--- config.mk ---
export PLATFORM = sky130hd
export DESIGN_NAME = g711_codec_stage
export DESIGN_NICKNAME = d
export VERILOG_FILES = /design/src/rtl/g711_pkg.sv /design/src/rtl/g711_compress.sv /design/src/rtl/g711_expand.sv /design/src/rtl/g711_codec_stage.sv
export SDC_FILE = /design/constraint.sdc
export NUM_CORES = 1
export LEC_CHECK = 0
export BUFFER_PORTS_ARGS = -buffer_cell sky130_fd_sc_hd__buf_2
export CAP_MARGIN = 10
export CORE_UTILIZATION = 42
export DETAILED_ROUTE_END_ITERATION = 7
export GPL_TIMING_DRIVEN = 0
export HOLD_SLACK_MARGIN = 0.03
export MAX_ROUTING_LAYER = met4
export SLEW_MARGIN = 25
export SYNTH_ARGS = -nofsm -noshare
export SYNTH_HDL_FRONTEND = slang
export SYNTH_SLANG_ARGS = --single-unit
--- constraint.sdc ---
create_clock -name clk -period 2.2 [get_ports clk]
set_input_delay 0.22 -clock clk [delete_from_list [all_inputs] [get_ports clk]]
set_output_delay 0.22 -clock clk [all_outputs]
set_load 0.05 [all_outputs]
--- src/rtl/g711_pkg.sv ---
package g711_pkg;
  localparam int CODE_W   = 8;
  localparam int ENC_IN_W = 14;
  localparam int DEC_W    = 16;

  typedef enum logic {
    LAW_A  = 1'b0,
    LAW_MU = 1'b1
  } law_e;

  localparam logic [14:0] MU_CLIP      = 15'd8159;
  localparam logic [14:0] MU_BIAS      = 15'd33;
  localparam logic [15:0] MU_DEC_BIAS  = 16'h0084;
  localparam logic [15:0] A_SEG_OFFSET = 16'h0108;
  localparam logic [15:0] A_SEG0_HALF  = 16'h0008;

  localparam logic [CODE_W-1:0] MU_POS_MASK = 8'hFF;
  localparam logic [CODE_W-1:0] MU_NEG_MASK = 8'h7F;
  localparam logic [CODE_W-1:0] A_POS_MASK  = 8'hD5;
  localparam logic [CODE_W-1:0] A_NEG_MASK  = 8'h55;
  localparam logic [CODE_W-1:0] MU_SAT_RAW  = 8'h7F;
endpackage

--- src/rtl/g711_compress.sv ---
module g711_compress
  import g711_pkg::*;
(
  input  logic [ENC_IN_W-1:0] lin_hi,
  input  logic                law_sel,
  output logic [CODE_W-1:0]   code
);
  logic        neg;
  logic [14:0] ext_u;
  logic [14:0] mag_u;
  logic [14:0] bias_u;
  logic        sat_u;
  logic [2:0]  seg_u;
  logic [3:0]  man_u;
  logic [7:0]  raw_u;
  logic [11:0] mag_a;
  logic [2:0]  seg_a;
  logic [3:0]  sh_a;
  logic [3:0]  man_a;
  logic [7:0]  raw_a;

  // mu-law path: 14-bit magnitude, clamp, bias, leading-one segment search
  always_comb begin
    neg    = lin_hi[ENC_IN_W-1];
    ext_u  = {lin_hi[ENC_IN_W-1], lin_hi};
    mag_u  = neg ? (~ext_u + 15'd1) : ext_u;
    if (mag_u > MU_CLIP) mag_u = MU_CLIP;
    bias_u = mag_u + MU_BIAS;
    sat_u  = |bias_u[14:13];
    seg_u  = '0;
    for (int i = 1; i < 8; i++) begin
      if (bias_u[5+i]) seg_u = 3'(i);
    end
    man_u  = 4'(bias_u >> ({1'b0, seg_u} + 4'd1));
    raw_u  = sat_u ? MU_SAT_RAW : {1'b0, seg_u, man_u};
  end

  // A-law path: 13-bit input, ones' complement magnitude, linear segment 0
  always_comb begin
    mag_a = lin_hi[ENC_IN_W-1] ? ~lin_hi[12:1] : lin_hi[12:1];
    seg_a = '0;
    for (int i = 1; i < 8; i++) begin
      if (mag_a[4+i]) seg_a = 3'(i);
    end
    sh_a  = (seg_a < 3'd2) ? 4'd1 : {1'b0, seg_a};
    man_a = 4'(mag_a >> sh_a);
    raw_a = {1'b0, seg_a, man_a};
  end

  always_comb begin
    if (law_sel == LAW_MU) code = raw_u ^ (neg ? MU_NEG_MASK : MU_POS_MASK);
    else                   code = raw_a ^ (neg ? A_NEG_MASK : A_POS_MASK);
  end
endmodule

--- src/rtl/g711_expand.sv ---
module g711_expand
  import g711_pkg::*;
(
  input  logic [CODE_W-1:0] code,
  input  logic              law_sel,
  output logic [DEC_W-1:0]  lin
);
  logic [7:0]  u;
  logic [15:0] base_u;
  logic [15:0] t_u;
  logic [15:0] lin_u;
  logic [7:0]  a;
  logic [15:0] base_a;
  logic [15:0] t_a;
  logic [15:0] lin_a;

  always_comb begin
    u      = ~code;
    base_u = {9'd0, u[3:0], 3'd0} + MU_DEC_BIAS;
    t_u    = base_u << u[6:4];
    lin_u  = u[7] ? (MU_DEC_BIAS - t_u) : (t_u - MU_DEC_BIAS);
  end

  always_comb begin
    a      = code ^ A_NEG_MASK;
    base_a = {8'd0, a[3:0], 4'd0};
    if (a[6:4] == 3'd0) t_a = base_a + A_SEG0_HALF;
    else                t_a = (base_a + A_SEG_OFFSET) << (a[6:4] - 3'd1);
    lin_a  = a[7] ? t_a : (~t_a + 16'd1);
  end

  always_comb lin = (law_sel == LAW_MU) ? lin_u : lin_a;
endmodule

--- src/rtl/g711_codec_stage.sv ---
module g711_codec_stage
  import g711_pkg::*;
#(
  parameter int PCM_W  = 24,
  parameter int SLOT_W = 32
) (
  input  logic              clk,
  input  logic              rst_n,
  input  logic              tx_en,
  input  logic              tx_law,
  input  logic              tx_valid,
  input  logic [PCM_W-1:0]  tx_pcm,
  output logic              tx_out_valid,
  output logic [SLOT_W-1:0] tx_word,
  input  logic              rx_en,
  input  logic              rx_law,
  input  logic              rx_valid,
  input  logic [SLOT_W-1:0] rx_word,
  output logic              rx_out_valid,
  output logic [PCM_W-1:0]  rx_pcm
);
  localparam int CODE_SH = SLOT_W - CODE_W;
  localparam int BYP_SH  = SLOT_W - PCM_W;
  localparam int EXP_SH  = PCM_W - DEC_W;
  localparam logic [PCM_W-1:0] EXP_LOW_MASK = PCM_W'((64'd1 << EXP_SH) - 64'd1);

  // reset: asserted asynchronously, released on a clock edge
  logic [1:0] rst_pipe;
  logic       rst_q;
  always_ff @(posedge clk or negedge rst_n) begin
    if (!rst_n) rst_pipe <= '0;
    else        rst_pipe <= {rst_pipe[0], 1'b1};
  end
  assign rst_q = rst_pipe[1];

  // transmit direction
  logic [CODE_W-1:0] tx_code;
  logic [SLOT_W-1:0] tx_word_d;
  logic [SLOT_W-1:0] tx_word_q;
  logic              tx_vld_q;

  g711_compress u_comp (
    .lin_hi (tx_pcm[PCM_W-1 -: ENC_IN_W]),
    .law_sel(tx_law),
    .code   (tx_code)
  );

  always_comb begin
    if (tx_en) tx_word_d = SLOT_W'(tx_code) << CODE_SH;
    else       tx_word_d = SLOT_W'(tx_pcm) << BYP_SH;
  end

  always_ff @(posedge clk or negedge rst_q) begin
    if (!rst_q) begin
      tx_vld_q  <= 1'b0;
      tx_word_q <= '0;
    end else begin
      tx_vld_q <= tx_valid;
      if (tx_valid) tx_word_q <= tx_word_d;
    end
  end

  assign tx_out_valid = tx_vld_q;
  assign tx_word      = tx_word_q;

  // receive direction
  logic [DEC_W-1:0] rx_lin;
  logic [PCM_W-1:0] rx_pcm_d;
  logic [PCM_W-1:0] rx_pcm_q;
  logic             rx_vld_q;

  g711_expand u_exp (
    .code   (rx_word[SLOT_W-1 -: CODE_W]),
    .law_sel(rx_law),
    .lin    (rx_lin)
  );

  always_comb begin
    if (rx_en) rx_pcm_d = PCM_W'(rx_lin) << EXP_SH;
    else       rx_pcm_d = PCM_W'(rx_word >> BYP_SH);
  end

  always_ff @(posedge clk or negedge rst_q) begin
    if (!rst_q) begin
      rx_vld_q <= 1'b0;
      rx_pcm_q <= '0;
    end else begin
      rx_vld_q <= rx_valid;
      if (rx_valid) rx_pcm_q <= rx_pcm_d;
    end
  end

  assign rx_out_valid = rx_vld_q;
  assign rx_pcm       = rx_pcm_q;


  tx_latency_chk: assert property (@(posedge clk) disable iff (!rst_q)
    tx_valid |=> tx_out_valid);

  tx_hold_chk: assert property (@(posedge clk) disable iff (!rst_q)
    !tx_valid |=> (!tx_out_valid && $stable(tx_word)));

  rx_latency_chk: assert property (@(posedge clk) disable iff (!rst_q)
    rx_valid |=> rx_out_valid);

  rx_hold_chk: assert property (@(posedge clk) disable iff (!rst_q)
    !rx_valid |=> (!rx_out_valid && $stable(rx_pcm)));
  // transmitted sign bit is set for non-negative samples
  tx_sign_chk: assert property (@(posedge clk) disable iff (!rst_q)
    (tx_valid && tx_en) |=> (tx_word[SLOT_W-1] == !$past(tx_pcm[PCM_W-1])));

  tx_pad_chk: assert property (@(posedge clk) disable iff (!rst_q)
    (tx_valid && tx_en) |=> (tx_word[CODE_SH-1:0] == '0));

  mu_sat_chk: assert property (@(posedge clk) disable iff (!rst_q)
    (tx_valid && tx_en && tx_law && tx_pcm[PCM_W-1 -: DEC_W] == 16'h7FFF)
      |=> (tx_word[SLOT_W-1 -: CODE_W] == 8'h80));

  rx_low_chk: assert property (@(posedge clk) disable iff (!rst_q)
    (rx_valid && rx_en) |=> ((rx_pcm & EXP_LOW_MASK) == '0));
endmodule

==> impl_metrics.toml, run 1 <==
[synth]
yosys_warnings = 0
yosysTopAreaCellShare = 0.2228
ys_dominant_reg_cell = "dfrtp_1"
syn_inst = 762
synthArstFlopShare = 1.000
synth.avg_cell_area_um2 = 7.665
synth_area_leaders = "dfrtp_1 (22%), o21ai_0 (5.7%), a21oi_1 (5.4%), mux2i_1 (4.6%), xnor2_1 (4.3%)"
synth_cell_types = 91
yosysTopAreaCell = "dfrtp_1"
ys_ff_latch = 52
synth_edf_count = 0
yosysSeqAreaShare = 0.2228
syn_area_um2 = 5841

[job]
max-cap-violations = 0

[placement]
dp_hpwl_mm = 14.35
placedInstanceArea_um2 = 6842
globalplace.congestion = 0.9365
io_buffer_count = 100

[worst_setup_path]
crit_start = "tx_pcm[15]"
critPathLaunchType = "input pin"
crit_fanout = 6
crit_path_frequent_cell = "buf_6"
cp_slowest_stage_delay_ns = 0.57
rr_startpoint = "tx_word[25]$_DFFE_PN0P_"
rr_worst_depth = 4
worstPathCellList = "buf_12, or4_4, o31ai_4, xnor2_2, and2b_2, a31oi_4, buf_6, nand3b_1, ha_4, a21o_1, and3_4, o21ai_4, a311oi_4, nor3_4, buf_6, buf_4, and2_1, o311a_1, o31ai_1"
cp.arrival_ns = 3.95
worstSetupEndpointType = "register"
cp_slowest_cell = "or4_4"
path_class = "in -> reg"
cp.required_ns = 2.42

[die]
core_area_um2 = 13400
rows = 42
die_y_um = 119.9
die_area_um2 = 14380
ioPinCount = 122
die_w_um = 119.9
start_util = 0.4359

[power]
leakage_nw = 3.450
ir_drop_mv = 0.3681
p_per_area_nw_per_um2 = 548.1
total_power_mw = 4.390

[grt]
track_usage = 0.2824
grt_pass1_vias = 6093
grt_pass1_wl_mm = 31.75
grt_overflow = 0
grt_max_degree = 51
antenna_found_initial = 0

[route]
vias = 6505
via_per_inst = 5.855
postRouteAntennaNets = 0
drcViolationCount = 0
drt_first_pass_iters = 5
drtIter0Drc = 564
drt_wl_total_mm = 19.83
wl_per_cell_um = 17.85

[min_path]
min_path_type = "in -> reg"
hold_path_depth = 1
hp-start = "rx_valid"

[final_layout]
nets = 1010
register_area_um2 = 1305
nFillCells = 1221
multiInputGateArea_um2 = 4707
drive_gt1_frac = 0.3508
diodes = 0
design_area_um2 = 8009
syn_to_final_growth_pct = 37.13

[timing]
setup_ws_ns = -1.532
setup_viol = 17
skew_ns = 0.006665
tightest_slew_ns = 0.8789
max_freq_ghz = 0.2680
whs_ns = 0.04557
final-hold-violation-count = 0
slew_headroom = 0.4098
rsz0062_at_grt = "true"
tns_ns = -13.62
min_period_over_period = 1.696
drv_slew = 0
finalCriticalPeriod_ns = 3.732

[clocking]
cts_tree = "yes"
cts_buffers = 5
cts.sink_count = 52
clkLatencyLatePin_ns = 0.30
clk_pin_slew_ns = 0.08
cts_max_level = 2
root_buffer = "clkbuf_16"
ctsLongestPathBuffers = 2

[outcome]
failed_checks = "setup timing"
status = "complete, but fails checks"
==> logic make-up after synthesis <==
| logic type | share of synthesized area |
|---|---|
| AO/OA/AOI/OAI | 0.2781 |
| XOR/XNOR | 0.07198 |
| adder cells (fa/ha/maj) | 0.02571 |
| buffers and inverters | 0.08076 |
| flip-flops | 0.2228 |
| multiplexers | 0.08098 |
| other | 0.001286 |
| AND/OR/NAND/NOR | 0.2384 |
==> area by class of cell <==
class                           count  area share
Buffer                             60     0.04749
Clock buffer                        5     0.01562
Clock inverter                      3    0.003593
Inverter                           51     0.02625
Multi-Input combinational cell    606      0.5877
Sequential cell                    52      0.1629
Tap cell                          176     0.02750
Timing Repair Buffer              158      0.1289
==> critical path: cells and delay by family <==
family	cells	cell delay (ns)
adder cells (fa/ha/maj)	1	0.21
XOR/XNOR	1	0.15
buffers and inverters	4	0.52
AO/OA/AOI/OAI	7	1.42
AND/OR/NAND/NOR	6	1.40
==> state kept, by name, indices dropped and copies added, names as in the netlist <==
register and cells:
rx_pcm 24, rx_out_valid 1, tx_out_valid 1, tx_word 24
rst_pipe 2
==> cells in the final DEF (no fill, tap or decap), types with 21 or more instances in the layout <==
cell type	Yosys	layout
clkbuf_1	35	21
dfrtp_1	52	51
buf_4	9	62
o21ai_0	66	54
nand3b_1	31	31
mux2i_1	27	25
nor2_1	63	60
nand3_1	23	21
xnor2_1	29	23
nand2_1	56	56
inv_1	50	45
buf_2	5	95
a21oi_1	63	47
==> Yosys cell counts, drive strengths merged, types with 15 or more instances <==
| library cell | instances |
|---|---|
| nand3b | 31 |
| a21oi | 63 |
| dfrtp | 52 |
| buf | 25 |
| a31oi | 17 |
| nand2b | 16 |
| xor2 | 15 |
| o211ai | 15 |
| inv | 50 |
| nor2 | 63 |
| mux2i | 27 |
| xnor2 | 30 |
| nand3 | 23 |
| nand2 | 56 |
| o21ai | 69 |
| clkbuf | 35 |
==> power by group <==
group | internal [mW] | total [mW] | switching (mW)
Sequential | 1.06 | 1.14 | 0.0789
Combinational | 0.923 | 2.41 | 1.49
Clock | 0.439 | 0.840 | 0.401
Total | 2.42 | 4.39 | 1.97
==> routing by layer <==
layer  part of all wire  vias up  track usage
met4              0.016        0      0.06016
met2               0.45      252       0.4221
met1               0.47     3154       0.4012
li1                   -     3066            -
met5                  0        -            -
met3              0.061       33      0.04278
==> what timing repair did <==
action / in CTS / in global routing
hold buffers: 1 / 0
resized for setup: 84 / 58
endpoints found under the setup margin: 20 / 20
pin swaps: 55 / 40
hold endpoints to repair: 2 / 0
setup buffers: 42 / 16
==> worst paths after layout <==
path | slack (ns) | end
setup / recovery | -1.53 | tx_word[24]$_DFFE_PN0P_
setup reg to reg | 1.17 | tx_word[25]$_DFFE_PN0P_
hold reg to reg | 0.36 | rst_pipe[1]$_DFF_PN0_
min in group asynchronous | 0.23 | rst_pipe[1]$_DFF_PN0_
hold / removal | 0.05 | rx_out_valid$_DFF_PN0_
max in group asynchronous | 1.37 | tx_word[21]$_DFFE_PN0P_
==> metrics by stage <==
step	instances	util	setup slack, ns
detailed placement	1045	0.5106	-2.613
CTS	1096	0.5726	-1.589
global placement	1045	0.5103	-2.544
global route	1111	0.5977	-1.652
floorplan	769	-	-1.764
finish	1111	0.5977	-1.532
(Power assumes the default switching activity.)
==> run 2, diff against run 1 <==
- CTS_BUF_LIST: not set -> sky130_fd_sc_hd__clkbuf_8
- GPL_ROUTABILITY_DRIVEN: not set -> 0
- SKIP_CTS_REPAIR_TIMING: not set -> 1
==> run 2 against run 1 <==
- the run still ends with setup timing left
- sequential power barely moved
- combinational power shrank 2%
- setup slack got worse by 0.24 ns
- flip-flop and latch count stayed put
- critical path depth is 2 lower
- global-route usage fell by 3.3 points
- critical endpoint is now tx_word[27]$_DFFE_PN0P_
- non-clock buffer count grew 7
- first-iteration DRC count grew 4.3%
- hold slack gained 0.033 ns
==> impl_metrics.toml, run 2 (synthesis results as in run 1) <==
[power]
p_seq_frac = 0.277
pwr-share-clk = 0.149
ir_drop_mv = 0.3715
power_frac_comb = 0.575
switching_power_mw = 1.905
p_per_area_nw_per_um2 = 517.5
leakage_nw = 3.405
switching_share = 0.4642
p_int_mw = 2.199

[placement]
dp_slack_ns = -2.537
dp_hpwl_mm = 13.71
io_buffer_count = 100

[grt]
grt_pass1_vias = 5519
grt_overflow = 0
grt_pass1_wl_mm = 28.32
grt_max_degree = 51
antenna_found_initial = 1
track_usage = 0.2499

[worst_setup_path]
worstPathCellList = "buf_12, or4_4, o31ai_4, xnor2_2, and2b_2, a31oi_4, buf_6, nand3b_1, ha_4, a21o_1, and3_4, o21ai_4, a311oi_4, nor3_4, mux2_4, a221oi_2, o22ai_1"
cp.arrival_ns = 4.18
path_class = "in -> reg"
cp_slowest_stage_delay_ns = 0.58
cp-endpoint = "tx_word[27]$_DFFE_PN0P_"
crit_start = "tx_pcm[15]"
cp_top_family = "simple AND/OR/NAND/NOR gates"
rr_worst_depth = 4
ff2ff_setup_slack_ns = 1.16
path_depth = 17
rr_startpoint = "tx_word[25]$_DFFE_PN0P_"
cp.required_ns = 2.41
cp_num_buf_inv = 2
critPathLaunchType = "input pin"
r2r_end = "tx_word[25]$_DFFE_PN0P_"
worstSetupEndpointType = "register"
cp_slowest_cell = "or4_4"
crit_fanout = 6

[outcome]
failed_checks = "setup timing"
status = "complete, but fails checks"

[die]
ioPinCount = 122
core_area_um2 = 13400
rows = 42
die_w_um = 119.9
die_area_um2 = 14380
die_y_um = 119.9
start_util = 0.4359

[route]
wl_per_cell_um = 16.91
top_layer = "met4"
vias = 6438
postRouteAntennaNets = 0
met3_length_mm = 1.112
drcViolationCount = 0
via_per_inst = 5.753
wl_met2_mm = 8.792
drtIter0Drc = 588
drt_wl_total_mm = 18.92
wl_met1_mm = 8.865
drt_first_pass_iters = 5

[clocking]
cts.sink_count = 52
ctsLongestPathBuffers = 2
clkLatencyLatePin_ns = 0.32
root_buffer = "clkbuf_8"
cts_tree = "yes"
clk_pin_slew_ns = 0.12
cts_buffers = 5
cts_max_level = 2

[timing]
rsz0062_at_grt = "true"
final-hold-violation-count = 0
skew_ns = 0.01085
setup_ws_ns = -1.768
setup_viol = 17
drv_slew = 0
tightest_slew_ns = 0.8586
max_freq_ghz = 0.2520
slew_headroom = 0.4276
whs_ns = 0.07826
min_period_over_period = 1.804
finalCriticalPeriod_ns = 3.968

[final_layout]
nets = 1017
nFillCells = 1247
final_cell_mix = "buf_2 (95), buf_4 (68), nor2_1 (59)"
syn_to_final_growth_pct = 35.80
layout_commonest_cell = "buf_2"
drive_gt1_frac = 0.3386

[job]
max-cap-violations = 0

[min_path]
hp-start = "tx_valid"
min_path_type = "in -> reg"
-- run 2: changes by cell type in the layout (fill, tap and decap cells not counted), sizes merged --
cell         before  now
buf             183  189
clkinv            1    3
clkinvlp          1    3
diode             0    1
dlygate4sd3       1    2
inv              52   48
-- run 2: layout make-up --
class,instances,area (µm²),share of cell area
Multi-Input combinational cell,606,4628,0.5835
Sequential cell,52,1305,0.1645
Clock inverter,3,27.53,0.003471
Tap cell,176,220.2,0.02776
Antenna cell,1,2.502,0.0003155
Clock buffer,5,68.82,0.008676
Inverter,51,219.0,0.02761
Timing Repair Buffer,165,1080,0.1361
Buffer,60,380.4,0.04796
-- run 2: power by group through the flow --
stage	sequential [mW]	clock (mW)	combinational, mW
3_3_place_gp	1.15	0	1.98
3_5_place_dp	1.15	0	2.00
6_report	1.14	0.610	2.36
5_1_grt	1.15	0.666	2.51
4_1_cts	1.14	0.627	2.01
2_1_floorplan	1.51	0	1.17
-- run 2: worst reg2reg max path, cell delays in order, from the launching register on --
cell	delay (ns)
dfrtp_1	0.41
o21ai_0	0.21
nor2b_1	0.08
a21oi_1	0.16
a311oi_1	0.06
-- run 2: through the flow --
step	power [mW]	utilization	area [µm²]	TNS [ns]	std cells
2_1_floorplan	2.681	-	6117	-13.91	769
3_3_place_gp	3.128	0.5103	6838	-25.76	1045
3_5_place_dp	3.155	0.5106	6842	-26.77	1045
4_1_cts	3.771	0.5177	6938	-20.10	1053
5_1_grt	4.333	0.5919	7931	-16.36	1119
6_report	4.104	0.5919	7931	-14.50	1119
-- run 2: per-layer routing --
metal  up-vias  global-route usage
met5         -                   -
met3        14             0.02376
li1       3092                   -
met2       234              0.3807
met1      3098              0.3670
met4         0             0.02969
-- run 2: worst min path at each step --
stage / to / slack, ns / depth (start not counted)
floorplan: rst_pipe[0]$_DFF_PN0_ / -0.08 / 0
global placement: rst_pipe[1]$_DFF_PN0_ / 0.008 / 1
detailed placement: rst_pipe[1]$_DFF_PN0_ / 0.01 / 1
CTS: rst_pipe[1]$_DFF_PN0_ / -0.33 / 1
global route: tx_out_valid$_DFF_PN0_ / 0.06 / 1
finish: tx_out_valid$_DFF_PN0_ / 0.08 / 1
==> run 3, diff against run 2 <==
- TNS_END_PERCENT: not set -> 50
==> run 3 against run 2 <==
- the flow still finishes with violations (setup timing)
- critical path type unchanged
- final cell count shrank 0.36%
- critical path depth rose by 2
- die area stayed put
- clock power decreased by 0.7%
- setup slack improved by 0.071 ns
- utilization down 0.51 points
- final area decreased by 0.87%
- power is 0.40% lower
- non-clock buffer count decreased by 3
- routed wire length increased by 1.2%
- clock-buffer cell count unchanged
- global-route usage is 0.13 points higher
==> impl_metrics.toml, run 3 (synthesis results as in run 1) <==
[grt]
antenna_found_initial = 0
grt_pass1_vias = 5578
grt_max_degree = 51
track_usage = 0.2512
grt_overflow = 0
grt_pass1_wl_mm = 28.48

[timing]
final-hold-violation-count = 0
setup_viol = 18
skew_ns = 0.008548
max_freq_ghz = 0.2566
drv_slew = 0
tightest_slew_ns = 0.8563
finalCriticalPeriod_ns = 3.897
slew_headroom = 0.4250
min_period_over_period = 1.771
tns_ns = -15.42
rsz0062_at_grt = "true"
setup_ws_ns = -1.697

[final_layout]
final_cell_mix = "buf_2 (94), buf_4 (66), nor2_1 (60)"
fin_util = 0.5867
nets = 1014
design_area_um2 = 7863
diodes = 0
stdcell_count = 1115
drive_gt1_frac = 0.3259
layout_commonest_cell = "buf_2"
syn_to_final_growth_pct = 34.62

[power]
p_per_area_nw_per_um2 = 519.9
leakage_nw = 3.362
power_frac_comb = 0.573
p_int_mw = 2.183
ir_drop_mv = 0.3423
switching_share = 0.4661
pwr-share-clk = 0.148
switching_power_mw = 1.905
p_seq_frac = 0.278

[job]
max-cap-violations = 0

[clocking]
clk_pin_slew_ns = 0.11
cts_buffers = 5
cts_max_level = 2
root_buffer = "clkbuf_8"
cts.sink_count = 52
clkLatencyLatePin_ns = 0.32
ctsLongestPathBuffers = 2
cts_tree = "yes"

[worst_setup_path]
cp.arrival_ns = 4.09
cp_num_buf_inv = 4
path_class = "in -> reg"
worstPathCellList = "buf_6, clkbuf_2, nor3_2, a41oi_2, xnor2_2, and2b_2, a31oi_4, buf_6, nand3b_1, ha_4, a21oi_4, o22ai_2, a2bb2oi_4, a311oi_4, nor3_4, buf_4, mux2_4, a221oi_2, o22ai_1"
cp.required_ns = 2.40
cp_top_family = "compound AO/OA/AOI/OAI gates"
critPathLaunchType = "input pin"
cp_slowest_cell = "a31oi_4"
crit_fanout = 10
worstSetupEndpointType = "register"
crit_path_frequent_cell = "buf_6"
cp_slowest_stage_delay_ns = 0.30

[placement]
place_inst = 1045
placedInstanceArea_um2 = 6820
dp_hpwl_mm = 13.92
io_buffer_count = 100

[route]
wl_per_cell_um = 17.17
vias = 6425
drt_first_pass_iters = 5
drtIter0Drc = 528
via_per_inst = 5.762
drt_wl_total_mm = 19.15
postRouteAntennaNets = 0
drcViolationCount = 0

[outcome]
status = "complete, but fails checks"
failed_checks = "setup timing"

[die]
die_y_um = 119.9
die_w_um = 119.9
die_area_um2 = 14380
rows = 42
start_util = 0.4359
core_area_um2 = 13400
ioPinCount = 122

[min_path]
min_path_type = "in -> reg"
==> run 3: area by class of cell <==
type | instances | area (µm²)
inverter | 51 | 224.0
clock inverter | 3 | 26.28
fill | 1281 | 5538
tap | 176 | 220.2
timing repair buffer | 162 | 1051
multi-input combinational | 606 | 4594
clock buffer | 5 | 68.82
buffer | 60 | 372.9
sequential | 52 | 1305
==> run 3: worst paths after layout <==
kind / startpoint / to / slack (ns) / cells after the start
setup / recovery: tx_pcm[18] / tx_word[27]$_DFFE_PN0P_ / -1.70 / 19
hold / removal: tx_valid / tx_out_valid$_DFF_PN0_ / 0.07 / 1
setup reg to reg: tx_word[25]$_DFFE_PN0P_ / tx_word[25]$_DFFE_PN0P_ / 1.19 / 4
hold reg to reg: rst_pipe[0]$_DFF_PN0_ / rst_pipe[1]$_DFF_PN0_ / 0.36 / 0
max in group asynchronous: rst_pipe[1]$_DFF_PN0_ / tx_word[22]$_DFFE_PN0P_ / 1.38 / 0
min in group asynchronous: rst_n / rst_pipe[1]$_DFF_PN0_ / 0.22 / 2
==> run 3: through the flow <==
step	power, mW	hold WS (ns)	worst slack [ns]
after global placement	3.118	0.01086	-2.499
after floorplan	2.669	-0.07559	-1.764
final	4.088	0.07464	-1.697
after detailed placement	3.150	0.01227	-2.558
after CTS	3.758	-0.3371	-2.248
after global routing	4.320	0.04178	-1.876
==> run 3: power by group through the flow <==
stage	Sequential, mW	Combinational [mW]	Clock, mW
6_report	1.14	2.34	0.606
4_1_cts	1.14	2.00	0.619
5_1_grt	1.15	2.49	0.672
3_5_place_dp	1.16	1.99	0
3_3_place_gp	1.15	1.97	0
2_1_floorplan	1.51	1.16	0
==> run 3: layer usage <==
metal  up-vias  GRT usage  part of all wire
li1       3067          -                 -
met1      3074     0.3630              0.47
met2       250     0.3718              0.45
met3        34    0.03232             0.064
met4         0    0.05469             0.018
met5         -          -                 0
